<file path="config.mk">
export PLATFORM = sky130hd
export DESIGN_NAME = sram_ctl
export DESIGN_NICKNAME = d
export VERILOG_FILES = /design/src/rtl/sram_ctl_pkg.sv /design/src/rtl/sram_ctl_timer.sv /design/src/rtl/sram_ctl_seq.sv /design/src/rtl/sram_ctl_iob.sv /design/src/rtl/sram_ctl.sv
export SDC_FILE = /design/constraint.sdc
export NUM_CORES = 1
export LEC_CHECK = 0
export CORE_ASPECT_RATIO = 0.9
export CORE_MARGIN = 5
export CORE_UTILIZATION = 44
export CTS_CLUSTER_SIZE = 40
export DETAILED_ROUTE_END_ITERATION = 12
export PLACE_DENSITY = 0.93
export SLEW_MARGIN = 0
export SYNTH_ARGS = -nofsm -noshare
export SYNTH_HDL_FRONTEND = slang
export SYNTH_SLANG_ARGS = --single-unit
</file>
<file path="constraint.sdc">
create_clock -name clk -period 4.5 [get_ports clk]
set_input_delay 0.45 -clock clk [delete_from_list [all_inputs] [get_ports clk]]
set_output_delay 0.45 -clock clk [all_outputs]
set_load 0.03 [all_outputs]
</file>
<file path="src/rtl/sram_ctl_pkg.sv">
package sram_ctl_pkg;

    localparam int unsigned DEF_ADDR_W = 18;
    localparam int unsigned DEF_DATA_W = 8;

    typedef enum logic [2:0] {
        ST_IDLE,
        ST_RD,
        ST_TURN,
        ST_WR,
        ST_REC
    } ctl_state_e;

    typedef struct packed {
        logic cs1_n;
        logic we_n;
        logic oe_n;
        logic dq_oe;
    } strobe_t;

    typedef struct packed {
        int unsigned rd_cycle;
        int unsigned addr_acc;
        int unsigned oe_acc;
        int unsigned we_pulse;
        int unsigned sel_to_end;
        int unsigned adr_to_end;
        int unsigned dat_to_end;
        int unsigned wr_cycle;
        int unsigned release_t;
    } grade_ns_t;

    function automatic grade_ns_t grade_table(input int unsigned grade);
        grade_ns_t g;
        case (grade)
            1:       g = '{85,  85,  45, 60, 70, 70, 35, 85,  25};
            2:       g = '{100, 100, 50, 70, 80, 80, 40, 100, 30};
            default: g = '{70,  70,  40, 50, 60, 60, 35, 70,  20};
        endcase
        return g;
    endfunction

    function automatic int unsigned umax(input int unsigned a, input int unsigned b);
        return (a > b) ? a : b;
    endfunction

    function automatic int unsigned ns_to_cyc(input int unsigned ns, input int unsigned per);
        int unsigned c;
        c = (ns + per - 1) / per;
        return (c == 0) ? 1 : c;
    endfunction

    function automatic strobe_t strobes_for(input ctl_state_e s);
        strobe_t p;
        p = '{cs1_n: 1'b1, we_n: 1'b1, oe_n: 1'b1, dq_oe: 1'b0};
        case (s)
            ST_RD: begin
                p.cs1_n = 1'b0;
                p.oe_n  = 1'b0;
            end
            ST_WR: begin
                p.cs1_n = 1'b0;
                p.we_n  = 1'b0;
                p.dq_oe = 1'b1;
            end
            ST_REC: begin
                p.cs1_n = 1'b0;
                p.dq_oe = 1'b1;
            end
            default: ;
        endcase
        return p;
    endfunction

endpackage

</file>
<file path="src/rtl/sram_ctl_timer.sv">
module sram_ctl_timer #(
    parameter int unsigned CNT_W = 4
) (
    input  logic             clk,
    input  logic             rst,
    input  logic             load,
    input  logic [CNT_W-1:0] load_val,
    output logic             expired
);
    logic [CNT_W-1:0] cnt_q;

    always_ff @(posedge clk) begin
        if (rst) begin
            cnt_q <= '0;
        end else if (load) begin
            cnt_q <= load_val;
        end else if (cnt_q != '0) begin
            cnt_q <= cnt_q - 1'b1;
        end
    end

    assign expired = (cnt_q == '0);
endmodule

</file>
<file path="src/rtl/sram_ctl_seq.sv">
module sram_ctl_seq
    import sram_ctl_pkg::*;
#(
    parameter int unsigned RD_CYC  = 9,
    parameter int unsigned WP_CYC  = 8,
    parameter int unsigned REC_CYC = 1,
    parameter int unsigned HZ_CYC  = 3,
    parameter int unsigned CNT_W   = 4
) (
    input  logic             clk,
    input  logic             rst,
    input  logic             req_valid,
    input  logic             req_write,
    input  logic             tmr_expired,
    output logic             tmr_load,
    output logic [CNT_W-1:0] tmr_val,
    output ctl_state_e       state_q,
    output ctl_state_e       state_d,
    output logic             accept,
    output logic             capture,
    output logic             done
);
    localparam logic [CNT_W-1:0] RD_LD  = CNT_W'(RD_CYC - 1);
    localparam logic [CNT_W-1:0] WP_LD  = CNT_W'(WP_CYC - 1);
    localparam logic [CNT_W-1:0] REC_LD = CNT_W'(REC_CYC - 1);
    localparam logic [CNT_W-1:0] HZ_LD  = CNT_W'(HZ_CYC - 1);

    logic done_d;

    always_comb begin
        state_d  = state_q;
        tmr_load = 1'b0;
        tmr_val  = '0;
        accept   = 1'b0;
        capture  = 1'b0;
        done_d   = 1'b0;
        case (state_q)
            ST_IDLE: begin
                if (req_valid) begin
                    accept   = 1'b1;
                    tmr_load = 1'b1;
                    if (req_write) begin
                        state_d = ST_WR;
                        tmr_val = WP_LD;
                    end else begin
                        state_d = ST_RD;
                        tmr_val = RD_LD;
                    end
                end
            end
            ST_RD: begin
                if (tmr_expired) begin
                    capture  = 1'b1;
                    done_d   = 1'b1;
                    state_d  = ST_TURN;
                    tmr_load = 1'b1;
                    tmr_val  = HZ_LD;
                end
            end
            ST_TURN: begin
                if (tmr_expired) state_d = ST_IDLE;
            end
            ST_WR: begin
                if (tmr_expired) begin
                    state_d  = ST_REC;
                    tmr_load = 1'b1;
                    tmr_val  = REC_LD;
                end
            end
            ST_REC: begin
                if (tmr_expired) begin
                    done_d  = 1'b1;
                    state_d = ST_IDLE;
                end
            end
            default: state_d = ST_IDLE;
        endcase
    end

    always_ff @(posedge clk) begin
        if (rst) begin
            state_q <= ST_IDLE;
            done    <= 1'b0;
        end else begin
            state_q <= state_d;
            done    <= done_d;
        end
    end
endmodule

</file>
<file path="src/rtl/sram_ctl_iob.sv">
module sram_ctl_iob
    import sram_ctl_pkg::*;
#(
    parameter int unsigned ADDR_W = 18,
    parameter int unsigned DATA_W = 8
) (
    input  logic              clk,
    input  logic              rst,
    input  ctl_state_e        state_d,
    input  logic              accept,
    input  logic              capture,
    input  logic [ADDR_W-1:0] req_addr,
    input  logic [DATA_W-1:0] req_wdata,
    input  logic [DATA_W-1:0] dq_in,
    output logic              cs1_n,
    output logic              we_n,
    output logic              oe_n,
    output logic              dq_oe,
    output logic [ADDR_W-1:0] addr,
    output logic [DATA_W-1:0] dq_out,
    output logic [DATA_W-1:0] rdata
);
    strobe_t strobe_q;

    always_ff @(posedge clk) begin
        if (rst) begin
            strobe_q <= strobes_for(ST_IDLE);
            addr     <= '0;
            dq_out   <= '0;
            rdata    <= '0;
        end else begin
            strobe_q <= strobes_for(state_d);
            if (accept) begin
                addr   <= req_addr;
                dq_out <= req_wdata;
            end
            if (capture) rdata <= dq_in;
        end
    end

    assign cs1_n = strobe_q.cs1_n;
    assign we_n  = strobe_q.we_n;
    assign oe_n  = strobe_q.oe_n;
    assign dq_oe = strobe_q.dq_oe;
endmodule

</file>
<file path="src/rtl/sram_ctl.sv">
module sram_ctl
    import sram_ctl_pkg::*;
#(
    parameter int unsigned ADDR_W        = DEF_ADDR_W,
    parameter int unsigned DATA_W        = DEF_DATA_W,
    parameter int unsigned CLK_PERIOD_NS = 8,
    parameter int unsigned SPEED_GRADE   = 0
) (
    input  logic              clk,
    input  logic              rst,
    input  logic              req_valid,
    input  logic              req_write,
    input  logic [ADDR_W-1:0] req_addr,
    input  logic [DATA_W-1:0] req_wdata,
    output logic              req_ready,
    output logic              rsp_done,
    output logic [DATA_W-1:0] rsp_rdata,
    output logic              sram_cs1_n,
    output logic              sram_cs2,
    output logic              sram_we_n,
    output logic              sram_oe_n,
    output logic [ADDR_W-1:0] sram_addr,
    output logic [DATA_W-1:0] sram_dq_out,
    input  logic [DATA_W-1:0] sram_dq_in,
    output logic              sram_dq_oe
);
    localparam grade_ns_t TG = grade_table(SPEED_GRADE);

    localparam int unsigned RD_CYC =
        ns_to_cyc(umax(TG.rd_cycle, umax(TG.addr_acc, TG.oe_acc)), CLK_PERIOD_NS);
    localparam int unsigned WP_CYC =
        ns_to_cyc(umax(umax(TG.we_pulse, TG.sel_to_end),
                       umax(TG.adr_to_end, TG.dat_to_end)), CLK_PERIOD_NS);
    localparam int unsigned WC_CYC  = ns_to_cyc(TG.wr_cycle, CLK_PERIOD_NS);
    localparam int unsigned REC_CYC = (WC_CYC > WP_CYC) ? (WC_CYC - WP_CYC) : 1;
    localparam int unsigned HZ_CYC  = ns_to_cyc(TG.release_t, CLK_PERIOD_NS);
    localparam int unsigned MAX_CYC = umax(umax(RD_CYC, WP_CYC), umax(REC_CYC, HZ_CYC));
    localparam int unsigned CNT_W   = $clog2(MAX_CYC + 1);

    ctl_state_e       state_q;
    ctl_state_e       state_d;
    logic             tmr_load;
    logic [CNT_W-1:0] tmr_val;
    logic             tmr_expired;
    logic             accept;
    logic             capture;

    sram_ctl_timer #(.CNT_W(CNT_W)) u_timer (
        .clk      (clk),
        .rst      (rst),
        .load     (tmr_load),
        .load_val (tmr_val),
        .expired  (tmr_expired)
    );

    sram_ctl_seq #(
        .RD_CYC (RD_CYC),
        .WP_CYC (WP_CYC),
        .REC_CYC(REC_CYC),
        .HZ_CYC (HZ_CYC),
        .CNT_W  (CNT_W)
    ) u_seq (
        .clk        (clk),
        .rst        (rst),
        .req_valid  (req_valid),
        .req_write  (req_write),
        .tmr_expired(tmr_expired),
        .tmr_load   (tmr_load),
        .tmr_val    (tmr_val),
        .state_q    (state_q),
        .state_d    (state_d),
        .accept     (accept),
        .capture    (capture),
        .done       (rsp_done)
    );

    sram_ctl_iob #(.ADDR_W(ADDR_W), .DATA_W(DATA_W)) u_iob (
        .clk      (clk),
        .rst      (rst),
        .state_d  (state_d),
        .accept   (accept),
        .capture  (capture),
        .req_addr (req_addr),
        .req_wdata(req_wdata),
        .dq_in    (sram_dq_in),
        .cs1_n    (sram_cs1_n),
        .we_n     (sram_we_n),
        .oe_n     (sram_oe_n),
        .dq_oe    (sram_dq_oe),
        .addr     (sram_addr),
        .dq_out   (sram_dq_out),
        .rdata    (rsp_rdata)
    );

    assign req_ready = (state_q == ST_IDLE);
    assign sram_cs2  = 1'b1;
endmodule

</file>
==> results by group <==
Run status
  – Status: complete, no violations

Setup path
  – Startpoint Class: register
  – CP Class: register to register
  – Crit Path Max Fanout: 9
  – Crit path required time: 4640 ps
  – CP Capture Type: register
  – Critical path arrival: 2270 ps

Logic synthesis
  – Share of the synthesized area in the top cell type: 0.535
  – Largest family of logic cells by synthesized area: simple AND/OR/NAND/NOR gates
  – Post-Synth XOR/XNOR Area: 0.0102
  – Synth area leaders: dfxtp_1 (53%), nand2_1 (12%), a21oi_1 (8.1%)
  – Synth Area in Adders: 0.00727
  – Mean area per synthesized cell: 8.65 sq um
  – Synthesis Warnings: 0
  – Seq/Total Area, Yosys: 0.535
  – Top FF cell, synth: dfxtp_1
  – Area of the mapped netlist: 0.00172 sq mm
  – Commonest cells in the netlist: nand2_1 (55), dfxtp_1 (46), a21oi_1 (28), nor2_1 (15), mux2i_1 (8)
  – Largest area contributor in the netlist: dfxtp_1
  – Simple-gate share of the synthesized area: 0.228
  – Most numerous cell in the Yosys netlist: nand2_1
  – Yosys reg bits: 46
  – Yosys cell types: 33
  – Post-synthesis compound-gate area fraction: 0.120
  – Share of flip-flops with an asynchronous set or reset: 0
  – Mux cell area share after synthesis: 0.0465
  – Syn Nets: 238
  – Post-synth EDFFs: 0
  – Synth Instances: 199

Floorplanning
  – IO Pins: 79
  – Die span in y: 69.3 um
  – Die width: 75.9 um
  – Cell Rows: 21
  – Initial Utilization: 0.458
  – Die area: 0.00527 sq mm
  – Core Region: 0.00376 sq mm

Clocking
  – H-tree Lvls: 2
  – Skew-Pair Late Insertion Delay: 290 ps
  – TritonCTS clock tree: yes
  – CTS clk-pin slew, worst paths: 90 ps
  – Clock sink total: 46
  – CTS hold repair buffers: 0
  – Post-CTS sizing: 0
  – CTS Buf Count: 5
  – Post-CTS Setup Repair Bufs: 0
  – Clock Tree Root: clkbuf_8
  – Clk buf depth: 2

STA
  – F_max: 471 MHz
  – Period Utilization, post-route: 0.472
  – Fin Clk Skew: 4.99 ps
  – Unrepaired setup endpoints after global routing: no
  – Setup_tns: 0 ps
  – Slew of the pin with the lowest slew margin: 963 ps
  – Tmin final: 2120 ps
  – Fin. Hold Viols: 0
  – Final setup violation count: 0
  – Relative slew slack: 0.356
  – Final Max Slew Viols: 0

Routing
  – Final WL: 4.03 mm
  – Starting DRT DRC Count: 159
  – DR vias/cell: 4.86
  – Drt drc: 0
  – First-pass DRT Iterations: 4
  – DR vias: 1,541
  – Drt wl/cell: 12.7 um
  – Antenna-violating nets left: 0

Finish
  – Final instance area: 0.00258 sq mm
  – Area growth, synth to finish: 49.8%
  – Final #Nets: 309
  – Share of cells above drive strength 1: 0.0480
  – Antenna diodes: 0
  – Reg area: 921 sq um
  – # fillers: 303
  – Footprint of the multi-input gates: 713 sq um
  – Utilization after layout: 0.686

Global route
  – First-pass GRT wire length: 6.65 mm
  – Initial antenna violation count: 0
  – Vias in the first global route: 1,451
  – Largest net degree at the start of global routing: 31
  – Global route total overflow: 0
  – Total GRT Usage: 0.149

Min path
  – Worst Hold Class: register to register

Power and ir drop
  – Logic pwr share: 0.366
  – Power Internal: 773 uW
  – Pwr/cell area: 467 mW/mm^2
  – Clk pwr share: 0.209
  – LEAKAGE: 0.00101 uW
  – Overall power: 1200 uW
  – Sw Pwr: 432 uW
  – Sequential share of power: 0.426
  – Peak VDD IR: 297 uV
  – Sw frac: 0.358

Place
  – Final Wtd Congestion: 0.676
  – IO buf count: 77
  – Placement Cell Area: 0.00248 sq mm
  – Post-DP HPWL: 2.92 mm

Flow run
  – Max-cap violations: 0
[power groups by stage]
stage               sequential, uW  combinational, uW  clock [uW]
floorplan                      590                220           0
finish                         513                440         251
CTS                            512                444         259
global placement               519                436           0
global route                   522                473         279
detailed placement             521                442           0
[cell families after synthesis]
group / count (synthesis)
muxes: 8
adders and majority gates: 1
AOI/OAI and AO/OA: 37
other: 1
and+or+nand+nor: 87
buffers and inverters: 17
DFF: 46
xor gates and xnor gates: 2
[worst paths after layout]
kind | startpoint | slack (ps) | end | depth (start not counted)
max | u_timer.cnt_q[0] | 2380 | u_iob.rdata[5] | 6
max reg2reg | u_timer.cnt_q[0] | 2380 | u_iob.rdata[5] | 6
min | u_iob.addr[9] | 460 | u_iob.addr[9] | 2
min reg2reg | u_iob.addr[9] | 460 | u_iob.addr[9] | 2
[sequential cells by signal, summed over array words and instances (netlist names)]
| register | count |
|---|---|
| u_iob.we_n | 1 |
| u_iob.addr | 18 |
| u_iob.dq_oe | 1 |
| u_iob.dq_out | 8 |
| u_seq.done | 1 |
| u_iob.rdata | 8 |
| u_iob.oe_n | 1 |
| u_iob.cs1_n | 1 |
| u_timer.cnt_q | 4 |
| u_seq.state_q | 3 |
[per-stage QoR]
stage          std cells  setup WS (ps)  hold slack, ps
6_report             317           2380             457
5_1_grt              317           2250             484
4_1_cts              317           2370             458
3_5_place_dp         309           2140             446
3_3_place_gp         309           2170             441
2_1_floorplan        199           2730             472
[placed cells by master, fill, tap and decap left out, drive strengths merged, types with 2 or more instances in the layout]
cell type,count
clkdlybuf4s50,77
nand2,55
dfxtp,46
a21oi,28
nor2,15
mux2i,8
clkbuf,5
nand3,3
a31oi,3
inv,3
nor3,2
nand2b,2
nor2b,2
buf,2
[final cells by class]
type	count	area share
clock buffers	5	0.0267
clock inverters	3	0.00970
inverters	2	0.00291
multi-input cells	136	0.277
flip-flops and latches	46	0.357
well taps	46	0.0223
repair buffers	79	0.305
[worst max-delay path, stage by stage (launching register included)]
cell	delay [ps]
dfxtp_1	330
inv_1	70
ha_1	200
or3b_1	470
or3_1	580
mux2i_1	250
nor2_1	60
[layer usage]
metal	global-route usage	vias to the layer above	share of wire
li1	-	799	-
met1	0.178	687	0.44
met2	0.252	51	0.48
met3	0.0481	4	0.075
met4	0.0435	0	0.0070
met5	0	-	0
No activity file was read; power rests on OpenSTA's default activity.
